**config.mk**
```make
export PLATFORM = sky130hd
export DESIGN_NAME = pr_readout
export DESIGN_NICKNAME = d
export VERILOG_FILES = /design/src/rtl/pr_pkg.sv /design/src/rtl/pr_sync_qual.sv /design/src/rtl/pr_word_timer.sv /design/src/rtl/pr_read_port.sv /design/src/rtl/pr_readout.sv
export SDC_FILE = /design/constraint.sdc
export NUM_CORES = 1
export LEC_CHECK = 0
export BUFFER_PORTS_ARGS = -buffer_cell sky130_fd_sc_hd__clkbuf_2
export CELL_PAD_IN_SITES_DETAIL_PLACEMENT = 0
export CELL_PAD_IN_SITES_GLOBAL_PLACEMENT = 1
export CORE_MARGIN = 2
export CORE_UTILIZATION = 43
export DETAILED_ROUTE_END_ITERATION = 6
export GPL_ROUTABILITY_DRIVEN = 0
export PLACE_DENSITY_LB_ADDON = 0.1
export SYNTH_ARGS = -nofsm -noshare
export SYNTH_HDL_FRONTEND = slang
export SYNTH_SLANG_ARGS = --single-unit
```
**constraint.sdc**
```tcl
create_clock -name clk -period 2.1 [get_ports clk]
set_input_delay 0.105 -clock clk [delete_from_list [all_inputs] [get_ports clk]]
set_output_delay 0.105 -clock clk [all_outputs]
set_load 0.005 [all_outputs]
```
**src/rtl/pr_pkg.sv**
```systemverilog
package pr_pkg;
  typedef enum logic [1:0] {
    ST_RUN    = 2'd0,
    ST_HOLD   = 2'd1,
    ST_SETTLE = 2'd2
  } phase_t;
endpackage

```
**src/rtl/pr_sync_qual.sv**
```systemverilog
module pr_sync_qual #(
  parameter int SYNC_MIN = 4
) (
  input  logic clk,
  input  logic rst,
  input  logic sync_in,
  output logic sync_lvl,
  output logic sync_hit
);
  localparam int HC_W = (SYNC_MIN < 2) ? 1 : $clog2(SYNC_MIN + 1);
  localparam logic [HC_W-1:0] HC_TOP = HC_W'(SYNC_MIN - 1);

  logic [HC_W-1:0] hi_cnt;

  always_ff @(posedge clk) begin
    if (rst) begin
      sync_lvl <= 1'b0;
      hi_cnt   <= '0;
    end else begin
      sync_lvl <= sync_in;
      if (!sync_lvl)
        hi_cnt <= '0;
      else if (hi_cnt != HC_TOP)
        hi_cnt <= hi_cnt + 1'b1;
    end
  end

  assign sync_hit = sync_lvl && (hi_cnt == HC_TOP);
endmodule

```
**src/rtl/pr_word_timer.sv**
```systemverilog
module pr_word_timer
  import pr_pkg::*;
#(
  parameter int BASE_RATIO = 16,
  parameter int SETTLE_CYC = 2049
) (
  input  logic clk,
  input  logic rst,
  input  logic sync_hit,
  input  logic sync_lvl,
  input  logic ratio_chg,
  input  logic long_ratio,
  output logic strobe
);
  localparam int CNT_W = $clog2(2 * BASE_RATIO);
  localparam int SET_W = $clog2(SETTLE_CYC + 1);
  localparam logic [CNT_W-1:0] LAST_SHORT = CNT_W'(BASE_RATIO - 1);
  localparam logic [CNT_W-1:0] LAST_LONG  = CNT_W'(2 * BASE_RATIO - 1);
  localparam logic [SET_W-1:0] SET_END    = SET_W'(SETTLE_CYC);

  phase_t            st;
  logic [CNT_W-1:0]  cnt;
  logic [SET_W-1:0]  scnt;
  logic [CNT_W-1:0]  last;
  logic              run_end;
  logic              set_end;

  assign last    = long_ratio ? LAST_LONG : LAST_SHORT;
  assign run_end = (st == ST_RUN) && (cnt == last);
  assign set_end = (st == ST_SETTLE) && (scnt == SET_END);
  assign strobe  = !sync_hit && !ratio_chg && (run_end || set_end);

  always_ff @(posedge clk) begin
    if (rst) begin
      st   <= ST_RUN;
      cnt  <= '0;
      scnt <= '0;
    end else if (sync_hit) begin
      st  <= ST_HOLD;
      cnt <= '0;
    end else begin
      unique case (st)
        ST_HOLD: begin
          if (!sync_lvl) begin
            st   <= ST_SETTLE;
            scnt <= SET_W'(1);
          end
        end
        ST_SETTLE: begin
          if (ratio_chg)
            scnt <= SET_W'(1);
          else if (set_end) begin
            st  <= ST_RUN;
            cnt <= '0;
          end else
            scnt <= scnt + 1'b1;
        end
        default: begin
          if (ratio_chg) begin
            st   <= ST_SETTLE;
            scnt <= SET_W'(1);
            cnt  <= '0;
          end else if (run_end)
            cnt <= '0;
          else
            cnt <= cnt + 1'b1;
        end
      endcase
    end
  end
endmodule

```
**src/rtl/pr_read_port.sv**
```systemverilog
module pr_read_port #(
  parameter int DATA_W = 16
) (
  input  logic              clk,
  input  logic              rst,
  input  logic              strobe,
  input  logic [DATA_W-1:0] res_in,
  input  logic              cs_n,
  input  logic              rd_n,
  output logic [DATA_W-1:0] dout,
  output logic              dout_en
);
  logic [DATA_W-1:0] word_q;
  logic              rd_req;

  assign rd_req = !cs_n && !rd_n;

  always_ff @(posedge clk) begin
    if (rst) begin
      word_q  <= '0;
      dout    <= '0;
      dout_en <= 1'b0;
    end else begin
      if (strobe)
        word_q <= res_in;
      dout_en <= rd_req;
      if (!rd_req)
        dout <= '0;
      else if (!dout_en)
        dout <= word_q;
    end
  end
endmodule

```
**src/rtl/pr_readout.sv**
```systemverilog
module pr_readout #(
  parameter int DATA_W     = 16,
  parameter int BASE_RATIO = 16,
  parameter int SYNC_MIN   = 4,
  parameter int SETTLE_CYC = 2049
) (
  input  logic              clk,
  input  logic              rst,
  input  logic              ratio_sel,
  input  logic              sync_in,
  input  logic              cs_n,
  input  logic              rd_n,
  input  logic [DATA_W-1:0] res_in,
  output logic              rdy_n,
  output logic [DATA_W-1:0] dout,
  output logic              dout_en
);
  logic sync_lvl;
  logic sync_hit;
  logic ratio_r;
  logic ratio_q;
  logic strobe;

  always_ff @(posedge clk) begin
    if (rst) begin
      ratio_r <= ratio_sel;
      ratio_q <= ratio_sel;
      rdy_n   <= 1'b1;
    end else begin
      ratio_r <= ratio_sel;
      ratio_q <= ratio_r;
      rdy_n   <= !strobe;
    end
  end

  pr_sync_qual #(.SYNC_MIN(SYNC_MIN)) u_sync (
    .clk      (clk),
    .rst      (rst),
    .sync_in  (sync_in),
    .sync_lvl (sync_lvl),
    .sync_hit (sync_hit)
  );

  pr_word_timer #(.BASE_RATIO(BASE_RATIO), .SETTLE_CYC(SETTLE_CYC)) u_timer (
    .clk        (clk),
    .rst        (rst),
    .sync_hit   (sync_hit),
    .sync_lvl   (sync_lvl),
    .ratio_chg  (ratio_r != ratio_q),
    .long_ratio (ratio_q),
    .strobe     (strobe)
  );

  pr_read_port #(.DATA_W(DATA_W)) u_rd (
    .clk     (clk),
    .rst     (rst),
    .strobe  (strobe),
    .res_in  (res_in),
    .cs_n    (cs_n),
    .rd_n    (rd_n),
    .dout    (dout),
    .dout_en (dout_en)
  );
endmodule

```
Word-level counts from Yosys, hierarchy flattened
Cells that the tools add are included.
- flip-flop bits (word level): 59
- input port bits: 22
- output and inout port bits: 18
- word-level logic and storage cells: 73
- add/sub/neg operators: 3
- eq/ne operators: 14
- multiplexer cells: 18
- bitwise gates (word level): 4
- reduce and logical (&&, ||, !) cells: 22
- operators with widths (cell ; count):
    $mux W12 ; 4
    $mux W5 ; 5
    $pmux W12 S2 ; 1
    $add A12 B1 Y12 const B ; 1
    $eq A12 B12 Y1 const B ; 1
    $ne A3 B2 Y1 const B ; 4
    $reduce_and A4 Y1 ; 3
    $pmux W5 S2 ; 1
    $mux W2 ; 4
    $logic_and A1 B1 Y1 ; 6
    $reduce_or A2 Y1 ; 3
    $add A5 B1 Y5 const B ; 1
    $eq A5 B5 Y1 ; 1
    $logic_not A1 Y1 ; 5
    $ne A2 B2 Y1 const B ; 2
    $not A1 Y1 ; 4
    $pmux W2 S2 ; 1
    $reduce_bool A4 Y1 ; 1
    $add A3 B1 Y3 const B ; 1
    $eq A3 B2 Y1 const B ; 1
    $ne A3 B1 Y1 const B ; 1
    $reduce_and A3 Y1 ; 1
    $reduce_bool A3 Y1 ; 1
    $eq A2 B1 Y1 const B ; 1
    other kinds (6) ; 7

Longest topological paths before layout
- depth after elaboration: 6
- gate-level depth with buffers: 8
- mapped depth without buffers: 6

Hierarchy
From an unflattened synthesis, not the netlist that was laid out.
- cell total of the unflattened synthesis: 281
- area, all modules: 2696.3 µm²
- by module, submodules not included (module ; instances ; cells an instance ; area each (µm²) ; seq. area each (µm²)):
    pr_word_timer ; 1 ; 152 ; 1226.2 ; 380.4
    pr_read_port ; 1 ; 107 ; 1204.9 ; 660.6
    pr_sync_qual ; 1 ; 16 ; 175.2 ; 80.1
    pr_readout ; 1 ; 6 ; 90.1 ; 60.1

Least setup slack after synthesis
No wires, ideal clock.
- kind: flip-flop to flip-flop
- from: register u_sync.hi_cnt[0]
- to: register u_timer.scnt[1]
- library setup time: 0.070 ns
- data arrival time: 1.797 ns
- data required time: 2.030 ns
- slack: 0.233 ns
- stages on the path, launching flop included: 8
- buffers on the path: 1
- clock period less this slack: 1.867 ns
- cells stage by stage: dfxtp_1 > ha_1 > ha_1 > clkbuf_1 > o21ai_1 > o21ai_2 > or4_1 > a21oi_1
- word-level cells in the longest chain between the ends: 4
- ends and longest elaborated chain (what ; line ; source):
    from (decl) ; pr_sync_qual.sv:13 ; logic [HC_W-1:0] hi_cnt;
    from (signal assigned) ; pr_sync_qual.sv:24 ; hi_cnt <= hi_cnt + 1'b1;
    $eq A3 B2 Y1 ; pr_sync_qual.sv:28 ; assign sync_hit = sync_lvl && (hi_cnt == HC_TOP);
    $logic_and A1 B1 Y1 ; pr_sync_qual.sv:28 ;
    $not A1 Y1 (no source line) ; - ;
    $reduce_and A4 Y1 (no source line) ; - ;
    to (signal assigned) ; pr_word_timer.sv:56 ; scnt <= scnt + 1'b1;
    to (decl) ; pr_word_timer.sv:23 ; logic [SET_W-1:0] scnt;
Every way passes these cells.
A chain may end at the register's enable or synchronous reset.

Worst setup path in the final report
Same ends and word-level chain as after synthesis.

==> flow_summary.yaml <==
timing:
  timing.final.crit_share_pct: 90.5
  slew_viol_final: 0
  tightest_slew_ns: 0.666
  setup_tns_ns: 0
  finalSetupViolations: 0
  slew_headroom_pct: 55.6
  rsz0062_at_grt: "no"
  skew_ns: 0.00443
  period_needed_ns: 1.90
  fmax_mhz: 526
  hold_violations: 0
yosys:
  syn_avg_cell_area_um2: 9.16
  synth-seq-cells: 59
  synth-async-reset-ratio_pct: 0
  synth_compound_gate_area_share_pct: 12.3
  syn_inst: 293
  synth_xor_xnor_area_share_pct: 1.58
  muxShareOfSynthArea_pct: 12.7
  synth_cell_types: 49
  yosysSeqAreaShare_pct: 44.0
  synthSimpleGateAreaFrac_pct: 21.7
  ys_warn_count: 0
  netlist_area_um2: 2690
  synth_top_family_by_area: "simple AND/OR/NAND/NOR gates"
  synthAdderAreaFrac_pct: 3.73
  ys.flop_type: "dfxtp_1"
  syn-num-nets: 323
  synth-edff-count: 0
detailed_routing:
  drc: 0
  first_pass_iters: 4
  routedWlPerCell_um: 13.1
  routed_wirelength_um: 5720
  vias: 2250
  drt_iter0_drc: 44
  drtAntennaViolNets: 0
  viasPerCell: 5.16
floorplanning:
  initial_core_util_pct: 44.8
  die_x_um: 83.0
  core_um2: 5990
  rows: 28
  io_pins: 40
  die_area_um2: 6890
  die_h_um: 83.0
setup_path:
  endpoint_kind: "flip-flop"
  critPathLaunchType: "flip-flop"
  regToRegSetupSlack_ns: 0.20
  worstSetupPathType: "reg2reg"
  worstPathArrival_ns: 2.17
  crit_fanout: 5
  cp.required_ns: 2.37
cells_and_area:
  fillers: 594
  drive_above_1_share_pct: 21.3
  multi_input_area_um2: 1400
  seq_area_um2: 1180
  area_growth_pct: 26.4
  n_antenna_cell: 0
  nets: 387
  final_cell_area_um2: 3390
global_route:
  grt_pass1_vias: 2100
  grt_max_degree: 27
  grtUsageTotal_pct: 17.3
  grt_pass1_wl_um: 9650
  grt-ovfl-total: 0
  antenna_found_initial: 0
clock_network:
  clk_latency_ns: 0.33
  clk_root_buffer_cell: "clkbuf_8"
  cts.sinks: 59
  cts_made_buffers: 9
  clock_path_buffers: 2
  clkTransAtPathRegs_ns: 0.07
  h-tree-depth: 3
  tritoncts: "yes"
power_and_ir_drop:
  p_per_area_nw_per_um2: 771
  peakVddDrop_mv: 0.345
  static-leakage-power_nw: 1.33
worst_hold_path:
  hold_path_class: "in2reg"
place:
  io_buffers: 39
  place_area_um2: 3020
  dp_hpwl_um: 3900
run:
  max-cap-violations: 0
run_status:
  status: "finished, final reports clean"
## logic make-up after synthesis
logic type / Yosys count
xor+xnor: 4
buf+inv: 24
simple gates: 115
flops: 59
compound gates: 49
fa+ha+maj: 8
mux: 34
## area by class of cell
cell class                      count  share of cell area (%)
Multi-Input combinational cell    210                    41.2
Timing Repair Buffer               67                    13.3
Inverter                           10                    1.11
Clock buffer                        9                    3.65
Tap cell                           75                    2.76
Clock inverter                      6                    3.10
Sequential cell                    59                    34.8
## power breakdown
part	internal, mW	switching [mW]	leakage (nW)
clock network	0.775	0.444	0.119
logic	0.114	0.138	0.737
registers	1.13	0.0136	0.477
## cell usage in the layout (no fill, tap or decap), types with 3 or more instances in the layout
cell type,synthesis,routed
and3_1,5,5
dfxtp_1,59,59
nand2_1,47,47
mux2i_1,33,33
ha_1,8,8
buf_4,0,13
a21oi_1,7,7
dlygate4sd3_1,0,14
clkinv_2,0,3
inv_1,10,10
nand2b_1,5,5
nand4_1,4,4
clkbuf_2,0,39
bufinv_16,0,3
nor2_1,25,24
nand3_1,5,5
nor3_1,8,8
a31oi_1,16,16
a41oi_1,3,3
clkbuf_8,0,9
o21ai_0,8,8
## synth_stat cells (2+ instances only)
cell | instances | area (um^2)
and3_1 | 5 | 31.3
mux2i_1 | 33 | 330
nand2_1 | 47 | 176
nor2_1 | 25 | 93.8
nand3b_1 | 2 | 15.0
or3_1 | 2 | 12.5
xnor2_1 | 2 | 17.5
nand3_1 | 5 | 25.0
and4_1 | 2 | 17.5
nand4_1 | 4 | 25.0
a31oi_1 | 16 | 100
clkbuf_1 | 8 | 30.0
nor3_1 | 8 | 40.0
inv_1 | 10 | 37.5
o21ai_0 | 8 | 40.0
dfxtp_1 | 59 | 1180
nand2b_1 | 5 | 31.3
buf_2 | 4 | 20.0
a41oi_1 | 3 | 26.3
a311oi_1 | 2 | 17.5
o21ai_1 | 2 | 10.0
ha_1 | 8 | 100
a21oi_1 | 7 | 35.0
## worst max-delay path, stage by stage, from the launching register on
cell	delay [ns]
dfxtp_1	0.33
ha_1	0.20
ha_1	0.21
o21ai_1	0.29
o21ai_2	0.15
or4_1	0.52
a21oi_1	0.15
## metrics by stage
stage | total power [mW] | cells | utilization, % | hold WS (ns) | setup slack (ns)
3_5_place_dp | 1.40 | 407 | 50.5 | 0.224 | 0.158
6_report | 2.62 | 436 | 56.7 | 0.0115 | 0.199
2_1_floorplan | 1.31 | 293 | - | 0.133 | 0.233
5_1_grt | 2.73 | 436 | 56.7 | 0.0321 | 0.0833
4_1_cts | 2.65 | 436 | 56.6 | 0.00162 | 0.123
3_3_place_gp | 1.41 | 407 | 50.5 | 0.222 | 0.183
## worst paths after layout
path / from / end / cells after the start
max: u_sync.hi_cnt[0] / u_timer.scnt[1] / 6
min reg2reg: u_rd.word_q[4] / u_rd.word_q[4] / 2
min: res_in[15] / u_rd.word_q[15] / 3
max reg2reg: u_sync.hi_cnt[0] / u_timer.scnt[1] / 6
## timing repair
| action | in CTS | in global routing |
|---|---|---|
| hold buffers | 14 | 0 |
| setup buffers | 0 | 0 |
| endpoints found under the setup margin | 0 | 1 |
| resized for setup | 0 | 1 |
| hold endpoints to repair | 15 | 0 |
## metal layers
layer / wire length [um] / track usage [%] / part of all wire, %
met2: 2550 / 27.0 / 45
met1: 2860 / 22.7 / 50
met5: 0 / 0 / 0
met4: 68 / 5.37 / 1.2
met3: 238 / 5.57 / 4.2
## flip-flops by register name, summed over array words and instances, names as in the netlist
register and flops:
u_rd.word_q 16, u_sync.hi_cnt 3, rdy_n 1, u_timer.st 2, u_sync.sync_lvl 1, ratio_q 1
u_rd.dout_en 1, ratio_r 1, u_timer.scnt 12, u_rd.dout 16, u_timer.cnt 5
Note: power is estimated with default switching activity, not from simulation.
